File: src/rtl/bmc_pkg.sv
package bmc_pkg;

    typedef enum logic [1:0] {
        ST_IDLE   = 2'd0,
        ST_ACCESS = 2'd1,
        ST_HOLD   = 2'd2
    } bmc_state_e;

endpackage

File: src/rtl/bmc_bank_decode.sv
module bmc_bank_decode #(
    parameter int ADDR_W    = 24,
    parameter int NUM_BANKS = 4,
    localparam int BANK_W   = $clog2(NUM_BANKS)
) (
    input  logic [ADDR_W-1:0] addr_i,
    output logic [BANK_W-1:0] bank_o
);
    // Banks are equal slices selected by the top address bits.
    assign bank_o = addr_i[ADDR_W-1 -: BANK_W];
endmodule

File: src/rtl/bmc_timing_sel.sv
module bmc_timing_sel #(
    parameter int NUM_BANKS = 4,
    parameter int WS_W      = 4,
    localparam int BANK_W   = $clog2(NUM_BANKS)
) (
    input  logic [NUM_BANKS*WS_W-1:0] cfg_wait_i,
    input  logic [NUM_BANKS-1:0]      cfg_rdy_en_i,
    input  logic [BANK_W-1:0]         bank_i,
    output logic [WS_W-1:0]           wait_o,
    output logic                      rdy_en_o
);
    logic [WS_W-1:0] wait_arr [NUM_BANKS];

    for (genvar g = 0; g < NUM_BANKS; g++) begin : g_slice
        assign wait_arr[g] = cfg_wait_i[g*WS_W +: WS_W];
    end

    assign wait_o   = wait_arr[bank_i];
    assign rdy_en_o = cfg_rdy_en_i[bank_i];
endmodule

File: src/rtl/bmc_cs_gen.sv
module bmc_cs_gen #(
    parameter int NUM_BANKS = 4,
    localparam int BANK_W   = $clog2(NUM_BANKS)
) (
    input  logic              active_i,
    input  logic [BANK_W-1:0] bank_i,
    output logic [NUM_BANKS-1:0] cs_n_o
);
    for (genvar g = 0; g < NUM_BANKS; g++) begin : g_cs
        assign cs_n_o[g] = !(active_i && (bank_i == BANK_W'(g)));
    end
endmodule

File: src/rtl/bank_mem_ctrl.sv
module bank_mem_ctrl
    import bmc_pkg::*;
#(
    parameter int ADDR_W    = 24,
    parameter int DATA_W    = 16,
    parameter int NUM_BANKS = 4,
    parameter int WS_W      = 4
) (
    input  logic                      clk,
    input  logic                      rst_n,
    input  logic [NUM_BANKS*WS_W-1:0] cfg_wait,
    input  logic [NUM_BANKS-1:0]      cfg_rdy_en,
    input  logic                      req_valid,
    input  logic                      req_write,
    input  logic [ADDR_W-1:0]         req_addr,
    input  logic [DATA_W-1:0]         req_wdata,
    output logic                      ack,
    output logic [DATA_W-1:0]         rdata,
    output logic [ADDR_W-1:0]         mem_addr,
    output logic [DATA_W-1:0]         mem_wdata,
    input  logic [DATA_W-1:0]         mem_rdata,
    output logic [NUM_BANKS-1:0]      mem_cs_n,
    output logic                      mem_oe_n,
    output logic                      mem_we_n,
    input  logic                      mem_rdy_n
);
    localparam int BANK_W = $clog2(NUM_BANKS);

    typedef struct packed {
        bmc_state_e        state;
        logic [BANK_W-1:0] bank;
        logic [ADDR_W-1:0] addr;
        logic [DATA_W-1:0] wdata;
        logic              write;
        logic [WS_W-1:0]   cnt;
        logic              rdy_en;
        logic [DATA_W-1:0] rdata;
        logic              ack;
    } ctrl_t;

    ctrl_t ctrl_d, ctrl_q;

    logic [BANK_W-1:0] req_bank;
    logic [WS_W-1:0]   sel_wait;
    logic              sel_rdy_en;
    logic              cycle_act;
    logic              strobe_act;
    logic              stretch;

    bmc_bank_decode #(
        .ADDR_W    (ADDR_W),
        .NUM_BANKS (NUM_BANKS)
    ) u_decode (
        .addr_i (req_addr),
        .bank_o (req_bank)
    );

    bmc_timing_sel #(
        .NUM_BANKS (NUM_BANKS),
        .WS_W      (WS_W)
    ) u_tsel (
        .cfg_wait_i   (cfg_wait),
        .cfg_rdy_en_i (cfg_rdy_en),
        .bank_i       (req_bank),
        .wait_o       (sel_wait),
        .rdy_en_o     (sel_rdy_en)
    );

    // Ready only matters on or after the final programmed strobe clock.
    assign stretch = ctrl_q.rdy_en && mem_rdy_n;

    always_comb begin
        ctrl_d     = ctrl_q;
        ctrl_d.ack = 1'b0;
        case (ctrl_q.state)
            ST_IDLE: begin
                if (req_valid) begin
                    ctrl_d.state  = ST_ACCESS;
                    ctrl_d.bank   = req_bank;
                    ctrl_d.addr   = req_addr;
                    ctrl_d.wdata  = req_wdata;
                    ctrl_d.write  = req_write;
                    ctrl_d.cnt    = sel_wait;
                    ctrl_d.rdy_en = sel_rdy_en;
                end
            end
            ST_ACCESS: begin
                if (ctrl_q.cnt != '0) begin
                    ctrl_d.cnt = ctrl_q.cnt - 1'b1;
                end else if (!stretch) begin
                    ctrl_d.state = ST_HOLD;
                    ctrl_d.ack   = 1'b1;
                    if (!ctrl_q.write) begin
                        ctrl_d.rdata = mem_rdata;
                    end
                end
            end
            ST_HOLD: begin
                ctrl_d.state = ST_IDLE;
            end
            default: begin
                ctrl_d.state = ST_IDLE;
            end
        endcase
    end

    always_ff @(posedge clk or negedge rst_n) begin
        if (!rst_n) begin
            ctrl_q <= '{state: ST_IDLE, default: '0};
        end else begin
            ctrl_q <= ctrl_d;
        end
    end

    assign cycle_act  = (ctrl_q.state != ST_IDLE);
    assign strobe_act = (ctrl_q.state == ST_ACCESS);

    bmc_cs_gen #(
        .NUM_BANKS (NUM_BANKS)
    ) u_csgen (
        .active_i (cycle_act),
        .bank_i   (ctrl_q.bank),
        .cs_n_o   (mem_cs_n)
    );

    assign mem_addr  = ctrl_q.addr;
    assign mem_wdata = ctrl_q.wdata;
    assign mem_oe_n  = !(strobe_act && !ctrl_q.write);
    assign mem_we_n  = !(strobe_act && ctrl_q.write);
    assign ack       = ctrl_q.ack;
    assign rdata     = ctrl_q.rdata;

endmodule

File: config.mk
export PLATFORM = sky130hd
export DESIGN_NAME = bank_mem_ctrl
export DESIGN_NICKNAME = d
export VERILOG_FILES = /design/src/rtl/bmc_pkg.sv /design/src/rtl/bmc_bank_decode.sv /design/src/rtl/bmc_timing_sel.sv /design/src/rtl/bmc_cs_gen.sv /design/src/rtl/bank_mem_ctrl.sv
export SDC_FILE = /design/constraint.sdc
export NUM_CORES = 1
export LEC_CHECK = 0
export ABC_AREA = 0
export BUFFER_PORTS_ARGS = -buffer_cell sky130_fd_sc_hd__buf_2
export CAP_MARGIN = 20
export CORE_ASPECT_RATIO = 0.8
export CORE_MARGIN = 3
export CORE_UTILIZATION = 51
export DETAILED_ROUTE_END_ITERATION = 6
export PLACE_DENSITY = 0.86
export SLEW_MARGIN = 0
export SYNTH_ARGS = -nofsm -noshare
export SYNTH_HDL_FRONTEND = slang
export SYNTH_SLANG_ARGS = --single-unit
File: constraint.sdc
create_clock -name clk -period 6 [get_ports clk]
set_clock_uncertainty 0.05 [all_clocks]
set_input_delay 0.9 -clock clk [delete_from_list [all_inputs] [get_ports clk]]
set_output_delay 0.9 -clock clk [all_outputs]
set_load 0.01 [all_outputs]
==> run_results.csv, run 1 <==
group,metric,value,unit
power,cell_internal_pwr,1.34,mW
sta,slew_violations,0,
setup_path,r2r_slack,3410,ps
cts,cts.clk_slew.worst_paths,70,ps
setup_path,r2r-end,"rdata[11]",
die,initial_core_util,55.2,%
synth,synth-seq-cells,65,
synth,yosysMostFrequentCell,"dfrtp_1",
power,power_leakage,1.82,nW
synth,yosys.area_share.adder,0.397,%
power,combPwrFrac,38.9,%
setup_path,startpoint_type,"flip-flop",
placed_design,postPlaceCellArea,0.00351,mm²
global_route,grt_pass1_wl,9940,µm
die,die_h,76.3,µm
die,core-area,0.00571,mm²
power,seqPwrFrac,40.1,%
setup_path,r2r.worst_path.cells,5,
synth,syn_inst,232,
routing,firstDrtPassIters,4,
synth,synth_mux_area_share,24.3,%
layout,fin_util,65.6,%
setup_path,crit_path_max_incr_delay,600,ps
cts,numClockSinks,65,
power,ir_worst_vdd,0.259,mV
routing,wire_per_inst,14.9,µm
cts,ctsHoldBuffers,0,
cts,cts_resized,0,
routing,drt_iter0_markers,57,
run_status,outcome,"completed",
sta,max_clock_freq,379,MHz
synth,synth_common_cells,"65 x dfrtp_1, 58 x mux2_2, 56 x buf_4, 5 x mux4_2",
sta,setup_viol,0,
synth,synth_nets,314,
sta,fin_crit_sh,44.0,%
sta,timing.hold.ws,450,ps
setup_path,critical_path_class,"reg -> out",
layout,fin_nets,405,
global_route,antenna_found_initial,0,
global_route,grt_max_degree,66,
synth,synth_warnings,0,
die,die_x,93.8,µm
min_path,hold-path-cell-count,1,
layout,drive_above_1_share,69.8,%
sta,min_period,2640,ps
placed_design,place_hpwl,4520,µm
synth,synth_top_area_share,51.7,%
global_route,gr-total-overflow,0,
sta,rsz0062_at_grt,"false",
layout,final_cell_area,0.00374,mm²
synth,yosysTopAreaCell,"dfrtp_1",
power,swShare,32.4,%
placed_design,port_buffers,143,
routing,route.detailed.drc,0,
synth,avgSynthCellArea,13.6,µm²
layout,nFillCells,454,
cts,cts_setup_buffers,0,
synth,synth_enable_flop_cells,0,
setup_path,critPathRequiredTime,5050,ps
placed_design,gp_congestion,0.781,
setup_path,reg2reg_from,"ctrl_q[18]",
die,die_area,0.00716,mm²
flow_run,drv_cap,0,
setup_path,cp.arrival,1690,ps
synth,ys.flop_type,"dfrtp_1",
sta,tightest_slew,1040,ps
synth,async_flop_share,100,%
min_path,hold_end,"mem_addr[3]",
synth,ys_types,32,
global_route,groute.usage.overall,18.0,%
die,rows,24,
setup_path,endpoint_kind,"output pin",
sta,slew_headroom,30.2,%
cts,cts_buffers,9,
sta,hold_viol,0,
setup_path,crit_chain,"nand2b_1, or2_2, buf_2",
power,power,1.98,mW
cts,cts_root_buffer,"clkbuf_8",
synth,synth_top_family_by_area,"multiplexers",
routing,via_per_inst,4.95,
cts,cts_tree,"yes",
power,p_per_area,530,mW/mm²
cts,cts_buffer_depth,2,
layout,diodes,0,
cts,clock_latency,330,ps
routing,postRouteAntennaNets,0,
synth,ys_top_cells_by_area,"dfrtp_1 52%, mux2_2 21%, buf_4 13%",
power,pwr-share-clk,21.1,%
routing,wl,6050,µm
synth,synth-seq-area-share,51.7,%
synth,synth-simple-area-share,6.28,%
min_path,hp-start,"mem_addr[3]",
power,p_switching,0.643,mW
sta,setup_tns,0,ps
layout,area_growth,19.0,%
setup_path,slowest_stage,"dfrtp_1",
min_path,hold_path.class,"reg -> reg",
die,num_io_pins,144,
setup_path,cp_max_fo,14,
synth,synthXorXnorAreaFrac,0,%
global_route,grt_pass1_vias,2105,
synth,synth_compound_area_share,2.27,%
cts,htree_levels,3,
synth,synthesis.area,0.00315,mm²
routing,via_count,2009,
==> registers in the layout, summed over array words and instances (netlist names) <==
| register | flops |
|---|---|
| rdata | 16 |
| mem_wdata | 16 |
| ack | 1 |
| ctrl_q | 10 |
| mem_addr | 22 |
==> how the worst max path moves through the flow <==
stage / startpoint / end / slack (ps) / cells past startpoint
finish: ctrl_q[65] / mem_oe_n / 3360 / 3
global placement: req_valid / mem_wdata[0] / 3300 / 4
global route: ctrl_q[65] / mem_oe_n / 3200 / 3
CTS: ctrl_q[65] / mem_oe_n / 3340 / 3
floorplan: req_addr[22] / ctrl_q[19] / 3700 / 4
detailed placement: req_valid / mem_wdata[5] / 3260 / 4
==> cells by family after synthesis <==
group                    count (synthesis)
adder cells (fa/ha/maj)                  1
AO/OA/AOI/OAI                            9
AND/OR/NAND/NOR                         27
multiplexers                            63
flip-flops                              65
buffers and inverters                   67
==> cell usage in the layout, fill, tap and decap left out, types with 3 or more instances in the layout <==
master and n:
buf_2 143, dfrtp_1 65, mux2_2 58, clkbuf_8 11, mux4_2 5, nor2_1 3
or3_1 3, nand3_1 3
==> through the flow <==
step	setup slack [ps]	std cells
after floorplan	3700	232
after global placement	3300	390
after detailed placement	3260	390
after CTS	3340	406
after global routing	3200	406
final	3360	406
==> layout make-up <==
type / count / area [µm²] / area share [%]
Sequential cell: 65 / 1630 / 43.4
Inverter: 2 / 7.51 / 0.200
Multi-Input combinational cell: 100 / 1050 / 28.1
Clock buffer: 12 / 155 / 4.14
Tap cell: 78 / 97.6 / 2.61
Clock inverter: 4 / 75.1 / 2.00
Timing Repair Buffer: 145 / 731 / 19.5
==> routing by layer <==
metal / global-route usage [%] / wire (µm)
met1: 21.3 / 2470
met3: 7.01 / 679
met5: 0 / 0
met4: 7.36 / 89
met2: 29.1 / 2810
==> worst max-delay path, delay by kind of cell, from the launching register on <==
kind	cells	cell delay [ps]
AND/OR/NAND/NOR	2	610
flip-flops	1	600
buffers and inverters	1	150
==> power by group through the flow <==
stage          registers, mW  clock network (mW)  logic (mW)
6_report               0.795               0.418       0.771
5_1_grt                0.832               0.458       0.842
4_1_cts                0.797               0.435       0.785
3_5_place_dp           0.802                   0       0.784
3_3_place_gp           0.792                   0       0.761
2_1_floorplan          0.763                   0       0.760
(Power assumes the default switching activity.)
==> run 2: changes to the inputs <==
--- a/config.mk
+++ b/config.mk
@@ -10,9 +10,9 @@
 export CAP_MARGIN = 20
 export CORE_ASPECT_RATIO = 0.8
 export CORE_MARGIN = 3
-export CORE_UTILIZATION = 51
+export CORE_UTILIZATION = 42
 export DETAILED_ROUTE_END_ITERATION = 6
-export PLACE_DENSITY = 0.86
+export PLACE_DENSITY = 0.76
 export SLEW_MARGIN = 0
 export SYNTH_ARGS = -nofsm -noshare
 export SYNTH_HDL_FRONTEND = slang
==> constraint.sdc (replaced) <==
create_clock -name clk -period 2.3 [get_ports clk]
set_clock_uncertainty 0.05 [all_clocks]
set_input_delay 0.345 -clock clk [delete_from_list [all_inputs] [get_ports clk]]
set_output_delay 0.345 -clock clk [all_outputs]
set_load 0.01 [all_outputs]
==> run_results.csv, run 2 (same netlist as run 1, synthesis figures left out) <==
group,metric,value,unit
setup_path,slowest_stage,"dfrtp_1",
layout,multi_input_area,0.00105,mm²
die,die_area,0.00858,mm²
die,die_h,83.4,µm
setup_path,cp-startpoint,"ctrl_q[18]",
cts,cts_buffers,9,
power,ir_worst_vdd,0.563,mV
die,initial_core_util,44.6,%
power,p_per_area,1330,mW/mm²
flow_run,drv_cap,0,
placed_design,gp_congestion,0.885,
global_route,grt_pass1_wl,10000,µm
global_route,gr-total-overflow,0,
routing,route.detailed.drc,0,
setup_path,path_buf_inv,2,
run_status,outcome,"complete, but fails checks",
die,rows,27,
sta,setup_tns,0,ps
min_path,hold_path.class,"in -> async",
setup_path,startpoint_type,"flip-flop",
layout,drive_above_1_share,70.3,%
cts,htree_levels,3,
layout,fin_nets,408,
sta,hold_viol,3,
routing,firstDrtPassIters,4,
layout,layout_commonest_cell,"buf_2",
routing,wl,6280,µm
sta,timing.hold.ws,-4.70,ps
sta,rsz0062_at_grt,"false",
global_route,grt_pass1_vias,2144,
setup_path,critical_path_class,"reg -> reg",
setup_path,crit_chain,"inv_1, ha_1, or3b_4, nor4b_4, buf_12, mux2_2",
placed_design,port_buffers,143,
setup_path,cp.arrival,2270,ps
layout,diodes,0,
cts,cts_buffer_depth,2,
layout,seqCellArea,0.00163,mm²
die,num_io_pins,144,
cts,clock_latency,330,ps
sta,slew_violations,0,
layout,largest_register_ff_count,22,
cts,cts_resized,0,
setup_path,critical_path.top_delay_family,"simple AND/OR/NAND/NOR gates",
routing,wire_per_inst,15.1,µm
setup_path,critPathRequiredTime,2460,ps
cts,cts_setup_buffers,0,
sta,slew_headroom,55.1,%
global_route,grt_max_degree,38,
layout,final_cell_mix,"143 x buf_2, 65 x dfrtp_1, 58 x mux2_2, 10 x clkbuf_8, 5 x mux4_2",
global_route,antenna_found_initial,0,
setup_path,cp_max_fo,16,
sta,min_period,2110,ps
routing,via_per_inst,4.94,
cts,numClockSinks,65,
layout,area_growth,19.3,%
sta,setup_viol,0,
cts,cts_root_buffer,"clkbuf_8",
run_status,violations,"hold timing",
placed_design,place_hpwl,4810,µm
power,power_leakage,1.81,nW
cts,cts_tree,"yes",
layout,nFillCells,632,
setup_path,crit_path_max_incr_delay,430,ps
setup_path,endpoint_kind,"flip-flop",
cts,ctsHoldBuffers,0,
sta,tightest_slew,673,ps
die,die_x,103,µm
setup_path,reg2reg_from,"ctrl_q[18]",
routing,drt_iter0_markers,89,
global_route,groute.usage.overall,14.7,%
sta,fin_crit_sh,91.8,%
sta,max_clock_freq,474,MHz
layout,fin_util,53.2,%
cts,cts.clk_slew.worst_paths,70,ps
routing,via_count,2062,
routing,postRouteAntennaNets,0,
die,core-area,0.00706,mm²
[run 2: cell count changes in the layout (fill, tap and decap cells not counted)]
cell,change
buf_12,+3
bufinv_16,-2
clkbuf_1,-1
clkbuf_8,-1
clkinv_2,+2
clkinvlp_4,+1
[run 2: final timing paths]
check / to / slack (ps) / cells after the start
worst min-delay path: mem_addr[18] / -5 / 1
worst max-delay path: rdata[2] / 190 / 6
worst min register to register: mem_wdata[4] / 450 / 1
min in group clk: mem_addr[18] / 190 / 2
max in group asynchronous: mem_wdata[5] / 1570 / 2
worst max register to register: rdata[2] / 190 / 6
[run 2: report_power, final]
| group | switching (mW) | leakage (nW) | internal [mW] | total (mW) |
|---|---|---|---|---|
| Combinational | 0.940 | 0.963 | 1.14 | 2.08 |
| Sequential | 0.345 | 0.770 | 1.72 | 2.07 |
| Clock | 0.423 | 0.0802 | 0.410 | 0.833 |
| Total | 1.71 | 1.81 | 3.27 | 4.98 |
[run 2: cell type report]
class                   instances  share of cell area, %
well taps                      87                   2.90
repair buffers                148                   21.1
clock inverters                 5                  0.866
flip-flops and latches         65                   43.3
clock buffers                  10                   3.66
multi-input cells             100                   28.0
inverters                       2                  0.200
[run 2: per-stage QoR]
step                instance area (µm²)  instances  power (mW)  setup slack (ps)
floorplan                          3150        232        3.97               174
global placement                   3590        402        4.10               276
detailed placement                 3590        402        4.19               216
CTS                                3760        417        5.05               200
global route                       3760        417        5.35               123
finish                             3760        417        4.98               190
[run 2: per-layer routing]
layer / track usage, % / up-vias / wire [µm]
li1: - / 951 / -
met1: 18.2 / 1003 / 2630
met2: 23.9 / 99 / 2970
met3: 5.88 / 9 / 620
met4: 3.88 / 0 / 59
met5: 0 / - / 0
